<file path="config.mk">
export PLATFORM = sky130hd
export DESIGN_NAME = splt_resp_table
export DESIGN_NICKNAME = d
export VERILOG_FILES = /design/src/rtl/splt_pkg.sv /design/src/rtl/splt_entry_store.sv /design/src/rtl/splt_slot_extract.sv /design/src/rtl/splt_resp_table.sv
export SDC_FILE = /design/constraint.sdc
export NUM_CORES = 1
export LEC_CHECK = 0
export BUFFER_PORTS_ARGS = -buffer_cell sky130_fd_sc_hd__buf_2
export CORE_UTILIZATION = 45
export DETAILED_ROUTE_END_ITERATION = 10
export HOLD_SLACK_MARGIN = 0.08
export PLACE_DENSITY = 0.72
export SYNTH_ARGS = -nofsm -noshare
export SYNTH_HDL_FRONTEND = slang
export SYNTH_SLANG_ARGS = --single-unit
export TNS_END_PERCENT = 10
</file>
<file path="constraint.sdc">
create_clock -name clk -period 3.6 [get_ports clk]
set_clock_uncertainty 0.1 [all_clocks]
set_input_delay 0.18 -clock clk [delete_from_list [all_inputs] [get_ports clk]]
set_output_delay 0.18 -clock clk [all_outputs]
set_load 0.05 [all_outputs]
</file>
<file path="src/rtl/splt_pkg.sv">
package splt_pkg;
    localparam int NUM_LANES     = 4;
    localparam int SLOTS_PER     = 2;
    localparam int NUM_IDS       = 4;
    localparam int NUM_OLD_IDS   = 16;
    localparam int WORD_W        = 32;
    localparam int RSP_W         = 128;

    localparam int NS            = NUM_LANES * SLOTS_PER;
    localparam int ID_W          = $clog2(NUM_IDS);
    localparam int SRC_W         = $clog2(NUM_OLD_IDS);
    localparam int WORDS_PER_RSP = RSP_W / WORD_W;
    localparam int OFF_W         = $clog2(WORDS_PER_RSP);
    localparam int SIZE_W        = 2;

    typedef enum logic [SIZE_W-1:0] {
        SZ_BYTE  = 2'd0,
        SZ_HALF  = 2'd1,
        SZ_WORD  = 2'd2,
        SZ_DWORD = 2'd3
    } size_e;

    typedef struct packed {
        logic             vld;
        logic [SRC_W-1:0] src;
        logic [OFF_W-1:0] off;
        size_e            size;
    } slot_t;

    function automatic logic slot_served(slot_t s);
        return s.vld && (s.size == SZ_WORD);
    endfunction

    function automatic logic [WORD_W-1:0] pick_word(logic [RSP_W-1:0] data,
                                                    logic [OFF_W-1:0] off);
        logic [WORD_W-1:0] w;
        w = '0;
        for (int i = 0; i < WORDS_PER_RSP; i++) begin
            if (off == OFF_W'(i)) w = data[i*WORD_W +: WORD_W];
        end
        return w;
    endfunction
endpackage

</file>
<file path="src/rtl/splt_entry_store.sv">
module splt_entry_store
    import splt_pkg::*;
(
    input  logic                clk,
    input  logic                rst,
    input  logic                wr_en,
    input  logic [ID_W-1:0]     wr_id,
    input  slot_t [NS-1:0]      wr_slots,
    input  logic                rd_en,
    input  logic [ID_W-1:0]     rd_id,
    output logic                rd_hit,
    output slot_t [NS-1:0]      rd_slots
);
    logic [NUM_IDS-1:0] live_q;
    slot_t [NS-1:0]     mem_q [NUM_IDS];

    assign rd_hit   = live_q[rd_id];
    assign rd_slots = mem_q[rd_id];

    always_ff @(posedge clk) begin
        if (rst) begin
            live_q <= '0;
        end else begin
            if (rd_en && live_q[rd_id]) live_q[rd_id] <= 1'b0;
            if (wr_en)                  live_q[wr_id] <= 1'b1;
        end
    end

    always_ff @(posedge clk) begin
        if (rst) begin
            for (int i = 0; i < NUM_IDS; i++) mem_q[i] <= '0;
        end else if (wr_en) begin
            mem_q[wr_id] <= wr_slots;
        end
    end

    AST_ALLOC_LIVE: assert property (@(posedge clk) disable iff (rst)
        wr_en |=> live_q[$past(wr_id)]);

    AST_FREE_AFTER_RSP: assert property (@(posedge clk) disable iff (rst)
        (rd_en && live_q[rd_id] && !(wr_en && wr_id == rd_id))
        |=> !live_q[$past(rd_id)]);

    AST_MISS_KEEPS_TABLE: assert property (@(posedge clk) disable iff (rst)
        (rd_en && !live_q[rd_id] && !wr_en) |=> (live_q == $past(live_q)));
endmodule

</file>
<file path="src/rtl/splt_slot_extract.sv">
module splt_slot_extract
    import splt_pkg::*;
(
    input  logic               en,
    input  slot_t              slot,
    input  logic [RSP_W-1:0]   rsp_data,
    output logic               o_valid,
    output logic [SRC_W-1:0]   o_src,
    output logic [WORD_W-1:0]  o_data
);
    always_comb begin
        o_valid = en && slot_served(slot);
        o_src   = o_valid ? slot.src : '0;
        o_data  = o_valid ? pick_word(rsp_data, slot.off) : '0;
    end
endmodule

</file>
<file path="src/rtl/splt_resp_table.sv">
module splt_resp_table
    import splt_pkg::*;
(
    input  logic                     clk,
    input  logic                     rst,
    input  logic                     alloc_valid,
    input  logic [ID_W-1:0]          alloc_id,
    input  logic [NS-1:0]            alloc_vld,
    input  logic [NS*SRC_W-1:0]      alloc_src,
    input  logic [NS*OFF_W-1:0]      alloc_off,
    input  logic [NS*SIZE_W-1:0]     alloc_size,
    input  logic                     rsp_valid,
    input  logic [ID_W-1:0]          rsp_id,
    input  logic [RSP_W-1:0]         rsp_data,
    output logic [NS-1:0]            out_valid,
    output logic [NS*SRC_W-1:0]      out_src,
    output logic [NS*WORD_W-1:0]     out_data
);
    slot_t [NS-1:0] wr_slots;
    slot_t [NS-1:0] rd_slots;
    logic           rd_hit;
    logic           lookup_en;

    for (genvar k = 0; k < NS; k++) begin : g_pack
        assign wr_slots[k].vld  = alloc_vld[k];
        assign wr_slots[k].src  = alloc_src[k*SRC_W +: SRC_W];
        assign wr_slots[k].off  = alloc_off[k*OFF_W +: OFF_W];
        assign wr_slots[k].size = size_e'(alloc_size[k*SIZE_W +: SIZE_W]);
    end

    splt_entry_store u_store (
        .clk      (clk),
        .rst      (rst),
        .wr_en    (alloc_valid),
        .wr_id    (alloc_id),
        .wr_slots (wr_slots),
        .rd_en    (rsp_valid),
        .rd_id    (rsp_id),
        .rd_hit   (rd_hit),
        .rd_slots (rd_slots)
    );

    assign lookup_en = rsp_valid && rd_hit;

    for (genvar k = 0; k < NS; k++) begin : g_slot
        splt_slot_extract u_ext (
            .en       (lookup_en),
            .slot     (rd_slots[k]),
            .rsp_data (rsp_data),
            .o_valid  (out_valid[k]),
            .o_src    (out_src[k*SRC_W +: SRC_W]),
            .o_data   (out_data[k*WORD_W +: WORD_W])
        );
    end

    AST_IDLE_QUIET: assert property (@(posedge clk) disable iff (rst)
        !rsp_valid |-> (out_valid == '0));

    AST_MISS_QUIET: assert property (@(posedge clk) disable iff (rst)
        (rsp_valid && !rd_hit) |-> (out_valid == '0));

    for (genvar k = 1; k < NS; k++) begin : g_chk
        AST_SAME_OFF_SAME_WORD: assert property (@(posedge clk) disable iff (rst)
            (out_valid[0] && out_valid[k] && rd_slots[0].off == rd_slots[k].off)
            |-> (out_data[0 +: WORD_W] == out_data[k*WORD_W +: WORD_W]));
    end
endmodule

</file>
Word level (Yosys, flattened, before mapping) --
Memory sizes are Yosys's and may differ from the RTL's. Cells that the tools add are included.
Storage, ports and cells: bits in read-only memories 0, output and inout bits 296, bits in writable memories 288, word-level logic and storage cells 134, memories 1, bits in registers 4, latch bits 0
Cells by class: add/sub/neg operators 0, muxes and demuxes 65, div/mod/pow operators 0, reduce and logical (&&, ||, !) cells 28, $lt $le $gt $ge 4, shift-type cells 0, equal/unequal tests 32, bitwise logic cells 3, multiply operators 0
Memories:
- u_store.mem_q | words 4, bits a word 72, read ports 1, clocked after memory_dff 0, wr ports 4, RTL line splt_entry_store.sv:15 | slot_t [NS-1:0] mem_q [NUM_IDS];
Operators by type and width (count):
- 2-to-1 mux 32 bit | 40
- 2-to-1 mux 72 bit | 1
- OR reduction 72 bit | 1
- == test 2 bit, second input constant | 24
- 2-to-1 mux 4 bit | 11
- logical AND 1 bit | 19
- == test 2 x 1 -> 1 bit, second input constant | 8
- logical NOT 2 bit | 8
- 2-to-1 mux 1 bit | 9
- less-than comparator 2 x 3 -> 1 bit, second input constant | 2
- bitwise AND 4 bit | 1
- demux 1 bit (select 2 bit) | 2
- greater-or-equal comparator 2 x 1 -> 1 bit, second input constant | 2
- NOT 4 bit | 1
- bitwise OR 4 bit | 1
- binary-select mux 1 bit (select 2 bit) | 1
- 2-to-1 mux 2 bit | 1

Depth between registers and ports, before layout --
Gate-level depths: netlist of the first run.
depth after elaboration 10, mapped depth 9, mapped depth without buffers 4

Cells and area by module --
Synthesis of the first run repeated with hierarchy kept, for this count alone.
Unflattened totals: cells, all modules 1363, area, all modules 21185.3 um^2
By module, submodules not included:
- splt_entry_store | cells each 722, seq. area each 8728.4 um^2, times used 1, area each 12650.9 um^2
- splt_slot_extract | cells each 80, seq. area each 0.0 um^2, times used 8, area each 1066.0 um^2
- splt_resp_table | cells each 1, seq. area each 0.0 um^2, times used 1, area each 6.3 um^2

Worst setup path after synthesis of the first run --
No wires, ideal clock.
path kind input port to output port, start input port rsp_id[0], end output port out_data[161], stages on the path 8, required time 3.320 ns, setup slack 0.599 ns, data arrival time 2.721 ns, cell sequence buf_6 -> buf_12 -> mux4_2 -> buf_6 -> buf_8 -> buf_8 -> mux2i_1 -> a211oi_1
On the way: cells in the longest elaborated chain, start to end 7, elaborated cells on any way between the ends 16, classes of those cells 4 x eq/ne; 7 x mux; 4 x reduce/logical; 1 x memory
RTL lines:
- start: declaration | RTL line splt_resp_table.sv:13 | input logic [ID_W-1:0] rsp_id,
- memory (4 x 72 bit)
- logical NOT 2 bit | RTL line splt_pkg.sv:39 | if (off == OFF_W'(i)) w = data[i*WORD_W +: WORD_W];
- 2-to-1 mux 32 bit (4 in series) | RTL line splt_pkg.sv:39
- 2-to-1 mux 32 bit (*) | RTL line splt_slot_extract.sv:14 | o_data = o_valid ? pick_word(rsp_data, slot.off) : '0;
- end: declaration | RTL line splt_resp_table.sv:17 | output logic [NS*WORD_W-1:0] out_data
Mark *: on every way between the ends. The rest lies on a longest branch, timed or not. The select of a mux whose other input is x is not followed.

Worst setup path after layout of the first run --
start memory u_store.mem_q[3][21] (netlist bit), end output port out_data[95]
On the way: cells in the longest elaborated chain, start to end 7, elaborated cells on any way between the ends 10, classes of those cells 3 x eq/ne; 5 x mux; 1 x reduce/logical; 1 x memory
RTL lines (RTL line):
- start: declaration | splt_entry_store.sv:15
- memory (4 x 72 bit) (*)
- logical NOT 2 bit | splt_pkg.sv:39
- 2-to-1 mux 32 bit (3 in series) | splt_pkg.sv:39
- 2-to-1 mux 32 bit (*) | splt_pkg.sv:39
- 2-to-1 mux 32 bit (*) | splt_slot_extract.sv:14
Mark *: on every way between the ends. The rest lies on a longest branch, timed or not.

==> results of run 1 <==
==> layout by cell type, fill, tap and decap left out, types with 35 or more instances in the layout <==
master and n:
buf_2 490, and2_1 289, edfxtp_1 288, mux2i_1 256, a211oi_1 241, nor2_1 221, mux2_2 181, mux2_4 75
dlygate4sd3_1 75, buf_4 67, mux4_2 41, nor2_2 35
==> worst max-delay path, delay by kind of cell (launching register included) <==
family | cells | cell delay, ns
AND/OR/NAND/NOR | 1 | 0.04
flip-flops | 1 | 0.39
AO/OA/AOI/OAI | 1 | 0.37
buffers and inverters | 2 | 0.64
multiplexers | 2 | 1.17
==> how the worst max path moves through the flow <==
stage / end / cells after the start / slack (ns) / startpoint
global route: out_data[242] / 5 / 0.05 / u_store.mem_q[3][65]$_DFFE_PP_
finish: out_data[95] / 6 / 0.11 / u_store.mem_q[3][21]$_DFFE_PP_
CTS: out_data[146] / 5 / 0.16 / u_store.mem_q[0][38]$_SDFFCE_PN0P_
floorplan: out_data[161] / 8 / 0.60 / rsp_id[0]
global placement: out_data[127] / 6 / 0.41 / rsp_id[0]
detailed placement: out_data[183] / 6 / 0.38 / rsp_id[0]
==> kinds of logic after synthesis <==
| logic type | after synthesis | share of synthesized area [%] |
|---|---|---|
| compound gates | 284 | 10.1 |
| buf+inv | 235 | 6.23 |
| flops | 292 | 38.5 |
| mux | 561 | 30.2 |
| simple gates | 624 | 15.0 |
==> metal layers <==
metal | global-route usage [%] | share of wire, % | vias up
met1 | 37.2 | 40 | 9266
met3 | 4.52 | 7.6 | 182
li1 | - | - | 8370
met5 | 0 | 0.049 | -
met4 | 13.9 | 3.9 | 6
met2 | 46.6 | 48 | 970
==> power by group through the flow <==
stage                     Clock (mW)  Sequential, mW  Combinational (mW)
after CTS                       2.91            4.06                2.91
final                           2.89            4.06                2.93
after floorplan                    0            4.11                2.09
after global placement             0            4.11                2.77
after global routing            3.05            4.08                3.11
after detailed placement           0            4.13                2.83
==> final cells by class <==
class	count	area share, %
Multi-Input combinational cell	1469	45.7
Inverter	9	0.123
Timing Repair Buffer	666	15.9
Clock buffer	36	2.65
Antenna cell	24	0.218
Sequential cell	292	31.7
Tap cell	664	3.02
Clock inverter	12	0.600
==> metrics by stage <==
stage / utilization [%] / std cells / total power, mW
2_1_floorplan: - / 1996 / 6.20
3_3_place_gp: 52.3 / 3025 / 6.88
3_5_place_dp: 52.3 / 3025 / 6.97
4_1_cts: 55.7 / 3148 / 9.88
5_1_grt: 55.8 / 3169 / 10.2
6_report: 55.8 / 3172 / 9.89
==> flip-flops by register name, summed over array words and instances (netlist names) <==
name	cells
u_store.live_q	4
u_store.mem_q	288
==> what timing repair did <==
item                                   4_1_cts  5_1_grt
setup endpoints to repair                    0        0
buffers inserted                             0        0
hold buffers                                75        0
endpoints found under the hold margin      292        0
==> summary.txt, run 1 <==
Global routing
  • Pin count of the biggest net entering global routing: 74
  • Grt total ovfl: 0
  • Number of global-route vias before repair: 18300
  • Aggregate global-route resource usage: 28.6%
  • First-pass GRT wire length: 112000 µm
  • Initial antenna violation count: 27

Synthesis
  • Top_reg_cell synth: edfxtp_1
  • Mean post-synth cell area: 11.4 µm²
  • Syn_nets: 2204
  • Synth warnings: 0
  • Count leader, synth: and2_1
  • Mapped Cells: between 1500 and 2000
  • Top cells by area, synth: edfxtp_1 38%, mux2i_1 11%, mux2_2 9.0%
  • Number of synthesized flops with an enable pin: 288
  • Synth Cell Area: 22700 µm²
  • Synth area leader: edfxtp_1
  • Netlist cell types: 35
  • Sequential area share after synthesis: 38.5%
  • #FFs+latches synth: ~300
  • Asr flop ratio synth: 0%
  • Post-synth top area share: 38.1%
  • Synth cell count leaders: 289 x and2_1, 288 x edfxtp_1, 256 x mux2i_1

Timing
  • Slew headroom: between 10% and 20%
  • Final Hold Viols: 0
  • Fin Setup TNS: 0 ns
  • Measured slew at the worst slew-check pin: 1.24 ns
  • RSZ-0062 raised after global routing: false
  • Max Clock Freq: 286 MHz
  • Finish-stage setup viols: 0
  • Final worst slack: 0.109 ns
  • Final worst hold slack: 0.235 ns
  • Tcrit/Tclk final: 97.0%
  • Max Slew Vio Count: 0
  • Fin crit period: around 3.5 ns

Die
  • Initial Utilization: 46.0%
  • Die Ht: 227 µm
  • I/O Pins: 504
  • Core area: 49400 µm²
  • Die footprint: between 50000 and 60000 µm²
  • Row cnt: 81
  • Die width: between 200 and 250 µm

Pwr
  • Clock Power Share: between 20% and 30%
  • P_sw: between 2 and 3 mW
  • P_int: 6.98 mW
  • Pwr dens: between 300 and 400 nW/µm²
  • Leakage: 11.7 nW
  • Switching Share: 29.4%
  • Worst VDD drop: 0.000421 V
  • Flop pwr share: ~41%
  • Combinational Power Share: 29.7%

Place
  • # port buffers: 503
  • Post-DP Area: 25800 µm²
  • Post-DP HPWL: 51400 µm
  • Global placer's final weighted congestion: approximately 0.94
  • Post-Place Worst Slack: 0.378 ns

Routing
  • Via count: 18800
  • WL final: 76200 µm
  • Starting DRC count in detailed routing: 1877
  • Routed len/inst: roughly 24 µm
  • Final routed DRC violation total: 0
  • Pre-antenna DRT Iters: 5
  • Post-DRT Antenna Nets: 0
  • DR vias/cell: 5.92

Critical path
  • Register-to-register setup slack: 2.29 ns
  • R2R Path End: u_store.live_q[3]$_SDFF_PP0_
  • Critical Path Max Stage Delay: ~0.95 ns
  • R2R cell count: 3
  • Required @ worst endpoint: 3.32 ns
  • Worst R2R Start: u_store.live_q[3]$_SDFF_PP0_
  • WP data arrival: 3.21 ns
  • WS Path Type: flop to primary output
  • CP cell instances: mux4_4 -> buf_4 -> mux2_2 -> nor2_1 -> a211oi_1 -> buf_2
  • Crit-path max FO: 36
  • CP max stage cell: mux4_4
  • CP startpoint kind: flop
  • Element type at the critical path end: primary output

Worst hold path
  • Hold Path Class: primary input to flop
  • Worst Hold Path Cells: 3
  • Worst hold start: alloc_valid
  • Hold EP: u_store.mem_q[3][32]$_DFFE_PP_

Clock tree
  • Htree depth: 1
  • Skew-Pair Late Insertion Delay: 0.52 ns
  • Clock buffer count from CTS: 26
  • CTS tree: yes
  • Reg clk slew, reported paths: 0.07 ns
  • Root Driver: clkbuf_16
  • Cts repair resizes: 0
  • Clock Sinks: 292
  • CTS Buffer Depth: 3

Final layout
  • Post-route cell area: roughly 28000 µm²
  • Register Area: 8730 µm²
  • Area growth syn-to-layout: 21.3%
  • # nets final: 2672
  • Area taken by multi-input logic gates: 12600 µm²
  • Proportion of layout cells with a drive suffix above 1: between 40% and 50%
  • Fill cell count: 4268

Run status
  • Status: completed

Job
  • Max-Cap Viols: 0
Power figures use the tool's default switching activity.
==> inputs of run 2 (changes only) <==
Settings changed: BUFFER_PORTS_ARGS -buffer_cell sky130_fd_sc_hd__buf_2 to not set, CELL_PAD_IN_SITES_DETAIL_PLACEMENT set to 0, CELL_PAD_IN_SITES_GLOBAL_PLACEMENT set to 1, DONT_BUFFER_PORTS set to 1, HOLD_SLACK_MARGIN 0.08 to not set, PLACE_DENSITY 0.72 to 0.77.
==> summary.txt, run 2 (synthesis results as in run 1) <==
Pwr
  • Worst VDD drop: 0.000403 V (-4.5%)
  • Leakage: 10.6 nW (-9.4%)
  • P_sw: 2.76 mW (-5.0%)
  • Flop pwr share: 43.5% (+2.4 points)
  • Pwr dens: 338 nW/µm² (-5.8%)
  • P_int: 6.57 mW (-5.8%)
  • Clock Power Share: 28.0% (-1.3 points)
  • Switching Share: 29.6% (+0.19 points)
  • Combinational Power Share: 28.5% (-1.2 points)

Routing
  • Post-DRT Antenna Nets: 0 (unchanged)
  • Routed len/inst: 26.2 µm (+9.2%)
  • DR vias/cell: 6.08 (+2.6%)
  • WL final: 75800 µm (-0.48%)
  • Pre-antenna DRT Iters: 5 (unchanged)
  • Final routed DRC violation total: 0 (unchanged)
  • Via count: 17600 (-6.5%)
  • Starting DRC count in detailed routing: 1185 (-37%)

Global routing
  • Aggregate global-route resource usage: 28.5% (-0.16 points)
  • Grt total ovfl: 0 (unchanged)
  • Pin count of the biggest net entering global routing: 86 (+16%)
  • First-pass GRT wire length: 111000 µm (-0.91%)
  • Met3 Use GR: 6.09% (+1.6 points)
  • GR Util met1: 36.4% (-0.74 points)
  • Initial antenna violation count: 9 (-67%)
  • Busiest grt layer: met2
  • Met2 Use GR: 47.0% (+0.41 points)
  • Number of global-route vias before repair: 17300 (-5.8%)

Critical path
  • R2R cell count: 3 (unchanged)
  • CP Launch Point: u_store.live_q[3]$_SDFF_PP0_
  • WS Path Type: flop to primary output
  • Required @ worst endpoint: 3.32 ns (about the same)
  • Element type at the critical path end: primary output
  • Worst R2R Start: u_store.live_q[3]$_SDFF_PP0_
  • CP endpoint: out_data[187]
  • WP data arrival: 3.23 ns (+0.02 ns)
  • Crit-path max FO: 14 (-61%)
  • Register-to-register setup slack: 2.33 ns (+0.04 ns)
  • R2R Path End: u_store.live_q[3]$_SDFF_PP0_
  • CP startpoint kind: flop

Clock tree
  • Htree depth: 1 (unchanged)
  • Post-CTS Setup Bufs: 0 (unchanged)
  • Clock Sinks: 292 (unchanged)
  • Cts repair resizes: 0 (unchanged)
  • CTS tree: yes
  • Reg clk slew, reported paths: 0.06 ns (about the same)
  • Root Driver: clkbuf_16
  • CTS Buffer Depth: 3 (unchanged)
  • Cts hold-fix bufs: 79 (+5.3%)
  • Skew-Pair Late Insertion Delay: 0.56 ns (+0.04 ns)
  • Clock buffer count from CTS: 27 (+3.8%)

Timing
  • Final worst slack: 0.0948 ns (-0.0142 ns)
  • Final Hold Viols: 0 (unchanged)
  • Finish-stage setup viols: 0 (unchanged)
  • RSZ-0062 raised after global routing: false
  • Slew headroom: 22.2% (+5.5 points)
  • Max Slew Vio Count: 0 (unchanged)
  • Measured slew at the worst slew-check pin: 1.16 ns (-0.0818 ns)
  • Fin Setup TNS: 0 ns (unchanged)
  • Final worst hold slack: 0.0817 ns (-0.153 ns)
  • Fin crit period: 3.51 ns (+0.0142 ns)
  • Tcrit/Tclk final: 97.4% (+0.39 points)
  • Max Clock Freq: 285 MHz (-0.40%)

Place
  • Post-Place Worst Slack: 0.722 ns (+0.344 ns)
  • Post-DP HPWL: 49300 µm (-4.2%)
  • Inst Count DP: 2760 (-8.8%)
  • Global placer's final weighted congestion: 0.903 (-4.1%)
  • # port buffers: 0 (-100%)

Final layout
  • # nets final: 2412 (-9.7%)
  • Most common cell after layout, fill and taps aside: buf_4
  • Fill cell count: 4125 (-3.4%)
  • Proportion of layout cells with a drive suffix above 1: 43.9% (+3.4 points)
  • Number of flip-flops in the largest register: 288 (unchanged)
  • Area growth syn-to-layout: 21.6%
  • Largest Register: u_store.mem_q
  • Most frequent cells in the layout: 315 x buf_4, 289 x and2_1, 288 x edfxtp_1
  • Biggest regs: u_store.mem_q (288), u_store.live_q (4)
  • Cell Count, Final, Fillers Out: 2892 (-8.8%)
  • Fin util: 55.9% (+0.12 points)

Die
  • I/O Pins: 504 (unchanged)
  • Die width: 227 µm (unchanged)
  • Row cnt: 81 (unchanged)
  • Core area: 49400 µm² (unchanged)
  • Die Ht: 227 µm (unchanged)
  • Initial Utilization: 46.0% (unchanged)
  • Die footprint: 51300 µm² (unchanged)

Worst hold path
  • Hold Path Class: primary input to flop

Job
  • Max-Cap Viols: 0 (unchanged)

Run status
  • Status: completed
==> run 2: how the worst min path moves through the flow <==
stage	start	endpoint	depth (start not counted)
2_1_floorplan	rst	u_store.live_q[3]$_SDFF_PP0_	1
3_3_place_gp	rst	u_store.live_q[3]$_SDFF_PP0_	1
3_5_place_dp	rst	u_store.live_q[3]$_SDFF_PP0_	1
4_1_cts	rst	u_store.mem_q[3][37]$_DFFE_PP_	2
5_1_grt	rst	u_store.mem_q[3][0]$_DFFE_PP_	2
6_report	rst	u_store.mem_q[3][0]$_DFFE_PP_	2
==> run 2: metal layers <==
metal,routed length (µm),up-vias,share of wire [%]
met5,34,-,0.045
met1,30500,8808,40
li1,-,7822,-
met2,36400,785,48
met4,2820,6,3.7
met3,6040,154,8.0
==> run 2: layout make-up <==
class / instances / area [µm²] / area share, %
multi-input combinational: 1469 / 13800 / 50.1
sequential: 292 / 8730 / 31.6
timing repair buffer: 405 / 3380 / 12.2
tap: 664 / 831 / 3.01
clock buffer: 41 / 748 / 2.71
clock inverter: 6 / 37.5 / 0.136
inverter: 9 / 33.8 / 0.122
antenna: 6 / 15.0 / 0.0544
==> run 2: through the flow <==
step	power (mW)	cell area [µm²]
2_1_floorplan	6.20	22700
3_3_place_gp	6.61	26000
3_5_place_dp	6.68	26000
4_1_cts	9.36	27600
5_1_grt	9.68	27600
6_report	9.34	27600
==> run 2: power groups by stage <==
stage | combinational, mW | clock, mW | sequential, mW
global placement | 2.50 | 0 | 4.11
global route | 2.82 | 2.78 | 4.08
floorplan | 2.09 | 0 | 4.11
detailed placement | 2.55 | 0 | 4.13
finish | 2.66 | 2.62 | 4.06
CTS | 2.65 | 2.64 | 4.06
==> run 2: worst max-delay path: stages, from the launching register on <==
cell and delay [ns]:
dfxtp_1 0.33, mux4_2 0.46, and2_1 0.37, buf_4 0.29, o211ai_4 0.43, buf_4 0.43, a211oi_2 0.08, buf_4 0.26
